`src/rtl/rxh_pkg.sv`:
```
package rxh_pkg;
  typedef enum logic {
    MODE_STEREO = 1'b0,
    MODE_TDM    = 1'b1
  } rxh_mode_e;

  typedef enum logic [1:0] {
    FMT_PLAIN  = 2'd0,
    FMT_PACK16 = 2'd1,
    FMT_PACK8  = 2'd2,
    FMT_RSVD   = 2'd3
  } rxh_fmt_e;

  localparam int unsigned OUT_W = 32;
endpackage

```
`src/rtl/rxh_chan_buf.sv`:
```
// Per-channel holding slots: circular store that overwrites the oldest
// word when a push meets a full store without a pop.
module rxh_chan_buf #(
  parameter int unsigned SW    = 24,
  parameter int unsigned DEPTH = 2
) (
  input  logic          clk,
  input  logic          rst_n,
  input  logic          push_i,
  input  logic [SW-1:0] data_i,
  input  logic          pop_i,
  output logic [SW-1:0] head_o,
  output logic          avail_o,
  output logic          ovf_o
);
  localparam int unsigned PW = (DEPTH > 1) ? $clog2(DEPTH) : 1;
  localparam int unsigned CW = $clog2(DEPTH + 1);

  logic [SW-1:0] slot_q [DEPTH];
  logic [PW-1:0] wrp_q, wrp_n, rdp_q, rdp_n;
  logic [CW-1:0] cnt_q, cnt_n;
  logic          pop_eff, full, drop_old;

  function automatic logic [PW-1:0] wrap_inc(input logic [PW-1:0] p);
    return (p == PW'(DEPTH - 1)) ? '0 : p + 1'b1;
  endfunction

  always_comb begin
    full     = (cnt_q == CW'(DEPTH));
    pop_eff  = pop_i && (cnt_q != '0);
    drop_old = push_i && full && !pop_eff;
    wrp_n    = push_i ? wrap_inc(wrp_q) : wrp_q;
    rdp_n    = (pop_eff || drop_old) ? wrap_inc(rdp_q) : rdp_q;
    cnt_n    = cnt_q + CW'(push_i) - CW'(pop_eff || drop_old);
  end

  always_ff @(posedge clk or negedge rst_n) begin
    if (!rst_n) begin
      wrp_q <= '0;
      rdp_q <= '0;
      cnt_q <= '0;
    end else begin
      wrp_q <= wrp_n;
      rdp_q <= rdp_n;
      cnt_q <= cnt_n;
    end
  end

  // Data slots carry no reset; validity comes from cnt_q.
  always_ff @(posedge clk) begin
    if (push_i) slot_q[wrp_q] <= data_i;
  end

  assign head_o  = slot_q[rdp_q];
  assign avail_o = (cnt_q != '0);
  assign ovf_o   = drop_old;
endmodule

```
`src/rtl/rxh_seq.sv`:
```
// Channel sequence pointer over an enable mask.
module rxh_seq #(
  parameter int unsigned NUM_CH = 8
) (
  input  logic                      clk,
  input  logic                      rst_n,
  input  logic [NUM_CH-1:0]         en_i,
  input  logic                      advance_i,
  input  logic                      restart_i,
  output logic [$clog2(NUM_CH)-1:0] cur_o
);
  localparam int unsigned CHW = $clog2(NUM_CH);

  logic [CHW-1:0] ptr_q, ptr_n, first, cur, nxt;
  logic           found;

  always_comb begin
    first = '0;
    for (int i = NUM_CH - 1; i >= 0; i--) begin
      if (en_i[i]) first = CHW'(i);
    end
    cur = en_i[ptr_q] ? ptr_q : first;
    nxt   = cur;
    found = 1'b0;
    for (int k = 1; k <= NUM_CH; k++) begin
      if (!found && en_i[(int'(cur) + k) % NUM_CH]) begin
        nxt   = CHW'((int'(cur) + k) % NUM_CH);
        found = 1'b1;
      end
    end
    if (restart_i)      ptr_n = first;
    else if (advance_i) ptr_n = nxt;
    else                ptr_n = ptr_q;
  end

  always_ff @(posedge clk or negedge rst_n) begin
    if (!rst_n) ptr_q <= '0;
    else        ptr_q <= ptr_n;
  end

  assign cur_o = cur;
endmodule

```
`src/rtl/rxh_pack.sv`:
```
// Output word formatting: right-justified single sample or packed stereo pair.
module rxh_pack
  import rxh_pkg::*;
#(
  parameter int unsigned SW = 24
) (
  input  logic [1:0]       fmt_i,
  input  logic [SW-1:0]    sel_i,
  input  logic [15:0]      left_i,
  input  logic [15:0]      right_i,
  output logic [OUT_W-1:0] word_o
);
  always_comb begin
    unique case (rxh_fmt_e'(fmt_i))
      FMT_PACK16: word_o = {right_i, left_i};
      FMT_PACK8:  word_o = {16'h0000, right_i[7:0], left_i[7:0]};
      default:    word_o = OUT_W'(sel_i);
    endcase
  end
endmodule

```
`src/rtl/rxh_top.sv`:
```
module rxh_top
  import rxh_pkg::*;
#(
  parameter int unsigned NUM_CH = 8,
  parameter int unsigned SW     = 24,
  parameter int unsigned DEPTH  = 2
) (
  input  logic                      clk,
  input  logic                      rst_n,
  input  logic                      mode_i,
  input  logic [1:0]                fmt_i,
  input  logic [NUM_CH-1:0]         ch_mask_i,
  input  logic                      in_valid_i,
  input  logic [$clog2(NUM_CH)-1:0] in_ch_i,
  input  logic [SW-1:0]             in_data_i,
  input  logic                      rd_stb_i,
  input  logic                      stat_rd_i,
  output logic [31:0]               rd_data_o,
  output logic [NUM_CH-1:0]         rdy_o,
  output logic [NUM_CH-1:0]         ovf_o
);
  localparam int unsigned CHW = $clog2(NUM_CH);

  logic [SW-1:0]     head_w [NUM_CH];
  logic [NUM_CH-1:0] push_v, pop_v, avail_v, ovf_evt_v;
  logic [NUM_CH-1:0] en_mask, ovf_q, ovf_n;
  logic [CHW-1:0]    cur_ch;
  logic [2:0]        cfg_q;
  logic              stereo, packed_rd, read_ok, take, restart;
  logic [1:0]        fmt_eff;
  logic [SW-1:0]     sel_word;
  logic [OUT_W-1:0]  pack_word, rd_data_q, rd_data_n;

  // Channel holding slots
  for (genvar g = 0; g < NUM_CH; g++) begin : g_chan
    assign push_v[g] = in_valid_i && (in_ch_i == CHW'(g));
    rxh_chan_buf #(.SW(SW), .DEPTH(DEPTH)) u_buf (
      .clk     (clk),
      .rst_n   (rst_n),
      .push_i  (push_v[g]),
      .data_i  (in_data_i),
      .pop_i   (pop_v[g]),
      .head_o  (head_w[g]),
      .avail_o (avail_v[g]),
      .ovf_o   (ovf_evt_v[g])
    );
  end

  // Configuration decode and read control
  always_comb begin
    stereo    = (rxh_mode_e'(mode_i) == MODE_STEREO);
    en_mask   = stereo ? NUM_CH'(2'b11) : ch_mask_i;
    fmt_eff   = stereo ? fmt_i : 2'(FMT_PLAIN);
    packed_rd = (rxh_fmt_e'(fmt_eff) == FMT_PACK16) || (rxh_fmt_e'(fmt_eff) == FMT_PACK8);
    read_ok   = packed_rd ? (avail_v[0] && avail_v[1])
                          : (avail_v[cur_ch] && en_mask[cur_ch]);
    take      = rd_stb_i && read_ok;
    restart   = ({mode_i, fmt_i} != cfg_q);
    sel_word  = head_w[cur_ch];
    pop_v     = '0;
    if (take) begin
      if (packed_rd) pop_v[1:0]     = 2'b11;
      else           pop_v[cur_ch]  = 1'b1;
    end
    rd_data_n = take ? pack_word : '0;
    ovf_n     = (ovf_q & ~{NUM_CH{stat_rd_i}}) | ovf_evt_v;
  end

  rxh_seq #(.NUM_CH(NUM_CH)) u_seq (
    .clk       (clk),
    .rst_n     (rst_n),
    .en_i      (en_mask),
    .advance_i (take && !packed_rd),
    .restart_i (restart),
    .cur_o     (cur_ch)
  );

  rxh_pack #(.SW(SW)) u_pack (
    .fmt_i   (fmt_eff),
    .sel_i   (sel_word),
    .left_i  (head_w[0][15:0]),
    .right_i (head_w[1][15:0]),
    .word_o  (pack_word)
  );

  always_ff @(posedge clk or negedge rst_n) begin
    if (!rst_n) begin
      rd_data_q <= '0;
      ovf_q     <= '0;
      cfg_q     <= '0;
    end else begin
      if (rd_stb_i) rd_data_q <= rd_data_n;
      ovf_q <= ovf_n;
      cfg_q <= {mode_i, fmt_i};
    end
  end

  assign rd_data_o = rd_data_q;
  assign rdy_o     = avail_v;
  assign ovf_o     = ovf_q;
endmodule

```
`config.mk`:
```
export PLATFORM = sky130hd
export DESIGN_NAME = rxh_top
export DESIGN_NICKNAME = d
export VERILOG_FILES = /design/src/rtl/rxh_pkg.sv /design/src/rtl/rxh_chan_buf.sv /design/src/rtl/rxh_seq.sv /design/src/rtl/rxh_pack.sv /design/src/rtl/rxh_top.sv
export SDC_FILE = /design/constraint.sdc
export NUM_CORES = 1
export LEC_CHECK = 0
export ABC_AREA = 1
export BUFFER_PORTS_ARGS = -buffer_cell sky130_fd_sc_hd__buf_2
export CORE_ASPECT_RATIO = 1.75
export CORE_UTILIZATION = 50
export DETAILED_ROUTE_END_ITERATION = 8
export GPL_TIMING_DRIVEN = 1
export PLACE_DENSITY = 0.65
export SKIP_LAST_GASP = 1
export SLEW_MARGIN = 20
export SYNTH_ARGS = -nofsm -noshare
export SYNTH_HDL_FRONTEND = slang
export SYNTH_SLANG_ARGS = --single-unit
```
`constraint.sdc`:
```
create_clock -name clk -period 3.75 [get_ports clk]
set_input_delay 0.375 -clock clk [delete_from_list [all_inputs] [get_ports clk]]
set_output_delay 0.375 -clock clk [all_outputs]
set_load 0.02 [all_outputs]
```
==> results.yml <==
floorplan:
  dieArea_um2: 40700
  start_util_pct: 50.8
  fp.coreArea_um2: 39300
  fp-row-count: 96
  ios: 91
  fp.dieH_um: 266
  die_x_um: 153
drt:
  antenna_left: 0
  vias_per_cell: 5.88
  vias: 13700
  drt_pass1_iterations: 5
  wirelength_mm: 56.0
  wl_per_cell_um: 24.0
  drt_iter0_drc: 1236
  drc_errors: 0
grt:
  grt_pass1_vias: 13900
  antenna_found_initial: 1
  gr-total-overflow: 0
  grt_max_degree: 71
  grt_pass1_wl_mm: 84.3
  grt_use_total_pct: 28.2
sta:
  relSlewSlack_pct: 39.3
  final.min_clock_period_ns: 3.49
  setup_viol: 0
  rsz0062_at_grt: "no"
  finalClockSkew_ns: 0.0211
  finalHoldViolations: 0
  finalCritPeriodShare_pct: 93.1
  slew_violations: 0
  final.setup.tns_ns: 0
  worst_pin_slew_ns: 0.910
  fmax_mhz: 287
final_layout:
  drive_above_1_share_pct: 17.1
  fillers: 3255
  final_nets: 1868
  antennaDiodeCount: 0
  multiInputGateArea_um2: 5650
  syn_to_final_growth_pct: 12.7
  regArea_um2: 13500
  fin_area_um2: 22500
cts:
  clkLatencyLatePin_ns: 0.55
  clk_path_buf_depth: 3
  clk_pin_slew_ns: 0.06
  numCtsBuffers: 42
  cts_root_buf: "clkbuf_16"
  clock-sinks: 462
  cts_tree: "done"
  htreeDepth: 2
run:
  max_cap_viol_count: 0
synthesis:
  synth-seq-area-share_pct: 67.6
  synth-edff-count: 384
  ys_ff_latch: 462
  synth.area.top_cells: "edfxtp_1 58%, dfrtp_1 9.8%, nor2_1 5.3%, nand2_1 3.0%, nand3_1 2.9%"
  async_reset_ff_share_pct: 16.9
  synth_area_leader_cell: "edfxtp_1"
  synth_top_area_share_pct: 57.8
  synth_cells: 1708
  ys.flop_type: "edfxtp_1"
  syn_area_per_cell_um2: 11.7
  yosysMostFrequentCell: "edfxtp_1"
  yosys.cell_types.count: 39
  syn-num-nets: 1770
  yosysWarnings: 0
  synth_area_um2: 20000
  synth_commonest_cells: "384 x edfxtp_1, 280 x nor2_1, 159 x nand2_1, 115 x nand3_1, 111 x inv_1"
critical_path:
  required_ns: 4.22
  r2r-start: "u_seq.ptr_q[0]"
  regToRegSetupSlack_ns: 0.26
  worst_setup_path_start_kind: "register"
  worst-r2r-cell-count: 22
  cp-end-kind: "register"
  cp_data_arrival_time_ns: 3.96
  crit_start: "u_seq.ptr_q[0]"
  cpMostUsedCell: "nand2_1"
  slowest_stage: "dfrtp_2"
  crit_fanout: 10
  path_cells: "inv_2, nand2_1, nand3_1, nand2_1, nand2_2, nand2_4, o21ai_4, ha_1, buf_4, nand3_1, nand3_1, nand2_1, nand2_2, nor2_4, nand3_2, nor2_2, nand2_2, clkinv_1, nor2_1, nand2_1, nand4_1, nand2_1"
  r2r-end: "u_seq.ptr_q[2]"
  critPathMaxStageDelay_ns: 0.46
  critPathKind: "register to register"
hold_path:
  hold_end: "cfg_q[2]"
  min_path_cells: 1
  worstHoldStart: "mode_i"
  hp-class: "primary input to register"
placement:
  place_hpwl_mm: 36.5
  place_area_um2: 21100
  port_buffers: 90
  gp_congestion: 0.915
power_and_ir_drop:
  p_leak_nw: 8.40
  vdd_ir_drop_max_uv: 399
  p_per_area_nw_per_um2: 719
  total_power_mw: 16.2
status:
  status: "finished clean"
==> per-stage QoR <==
stage	setup WS (ns)	hold WS, ns	std cells	utilization (%)
floorplan	0.432	0.0794	1708	-
detailed placement	0.0746	0.502	2249	53.6
global route	0.0112	0.115	2330	57.2
finish	0.260	0.116	2330	57.2
CTS	0.277	0.0934	2330	57.2
global placement	0.107	0.494	2249	53.6
==> layer usage <==
metal  global-route usage, %  vias to the layer above  routed length (um)
met5                       0                        -                  13
met2                    51.5                      516               29400
li1                        -                     6263                   -
met3                    2.62                      168                2560
met1                    31.0                     6756               19900
met4                    19.4                        2                4100
==> logic make-up after synthesis <==
family                     count (synthesis)  synth area share, %
muxes                                     33                 1.66
xor gates and xnor gates                  26                 1.14
DFF                                      462                 67.6
AOI/OAI and AO/OA                        260                 8.29
adders and majority gates                 19                 1.19
buffers and inverters                    216                 4.44
and+or+nand+nor                          692                 15.7
==> sequential cells by signal, summed over array words and instances, names as in the netlist <==
register             cells
cfg_q                    3
g_chan.u_buf.cnt_q      16
g_chan.u_buf.rdp_q       8
g_chan.u_buf.slot_q    384
g_chan.u_buf.wrp_q       8
ovf_o                    8
rd_data_o               32
u_seq.ptr_q              3
==> critical path, delay by kind of cell, from the launching register on <==
kind,cells,cell delay (ns)
AND/OR/NAND/NOR,17,1.87
flip-flops,1,0.46
AO/OA/AOI/OAI,1,0.38
buffers and inverters,3,0.38
adder cells (fa/ha/maj),1,0.33
==> layout by cell type, fill, tap and decap left out, types with 48 or more instances in the layout <==
master,instances
buf_2,89
o311ai_0,48
nand2_1,159
or2_2,55
dfrtp_1,77
inv_1,111
o211ai_1,48
buf_4,54
nand3_1,114
nor2_1,264
o21ai_0,105
edfxtp_1,384
==> power by group <==
part | internal [mW] | leakage [nW] | switching (mW)
clock network | 2.40 | 0.667 | 1.85
registers | 5.99 | 4.45 | 0.301
logic | 1.71 | 3.28 | 3.90
==> worst max path at each step <==
stage	to	slack, ns	depth (start not counted)
after floorplan	u_seq.ptr_q[1]	0.43	26
after global placement	u_seq.ptr_q[2]	0.11	22
after detailed placement	u_seq.ptr_q[2]	0.07	22
after CTS	g_chan[7].u_buf.cnt_q[1]	0.28	23
after global routing	u_seq.ptr_q[1]	0.01	22
final	u_seq.ptr_q[2]	0.26	22
==> what timing repair did <==
action / in CTS / in global routing
hold buffers: 3 / 0
hold endpoints to repair: 54 / 0
gates resized for setup: 0 / 3
setup endpoints to repair: 0 / 6
setup buffers: 0 / 0
==> area by class of cell <==
cell class                      count  area share, %
Clock buffer                       59           5.38
Clock inverter                     19          0.701
Inverter                          123           2.06
Multi-Input combinational cell   1030           25.1
Sequential cell                   462           60.0
Tap cell                          490           2.73
Timing Repair Buffer              147           4.01
(Power assumes the default switching activity.)
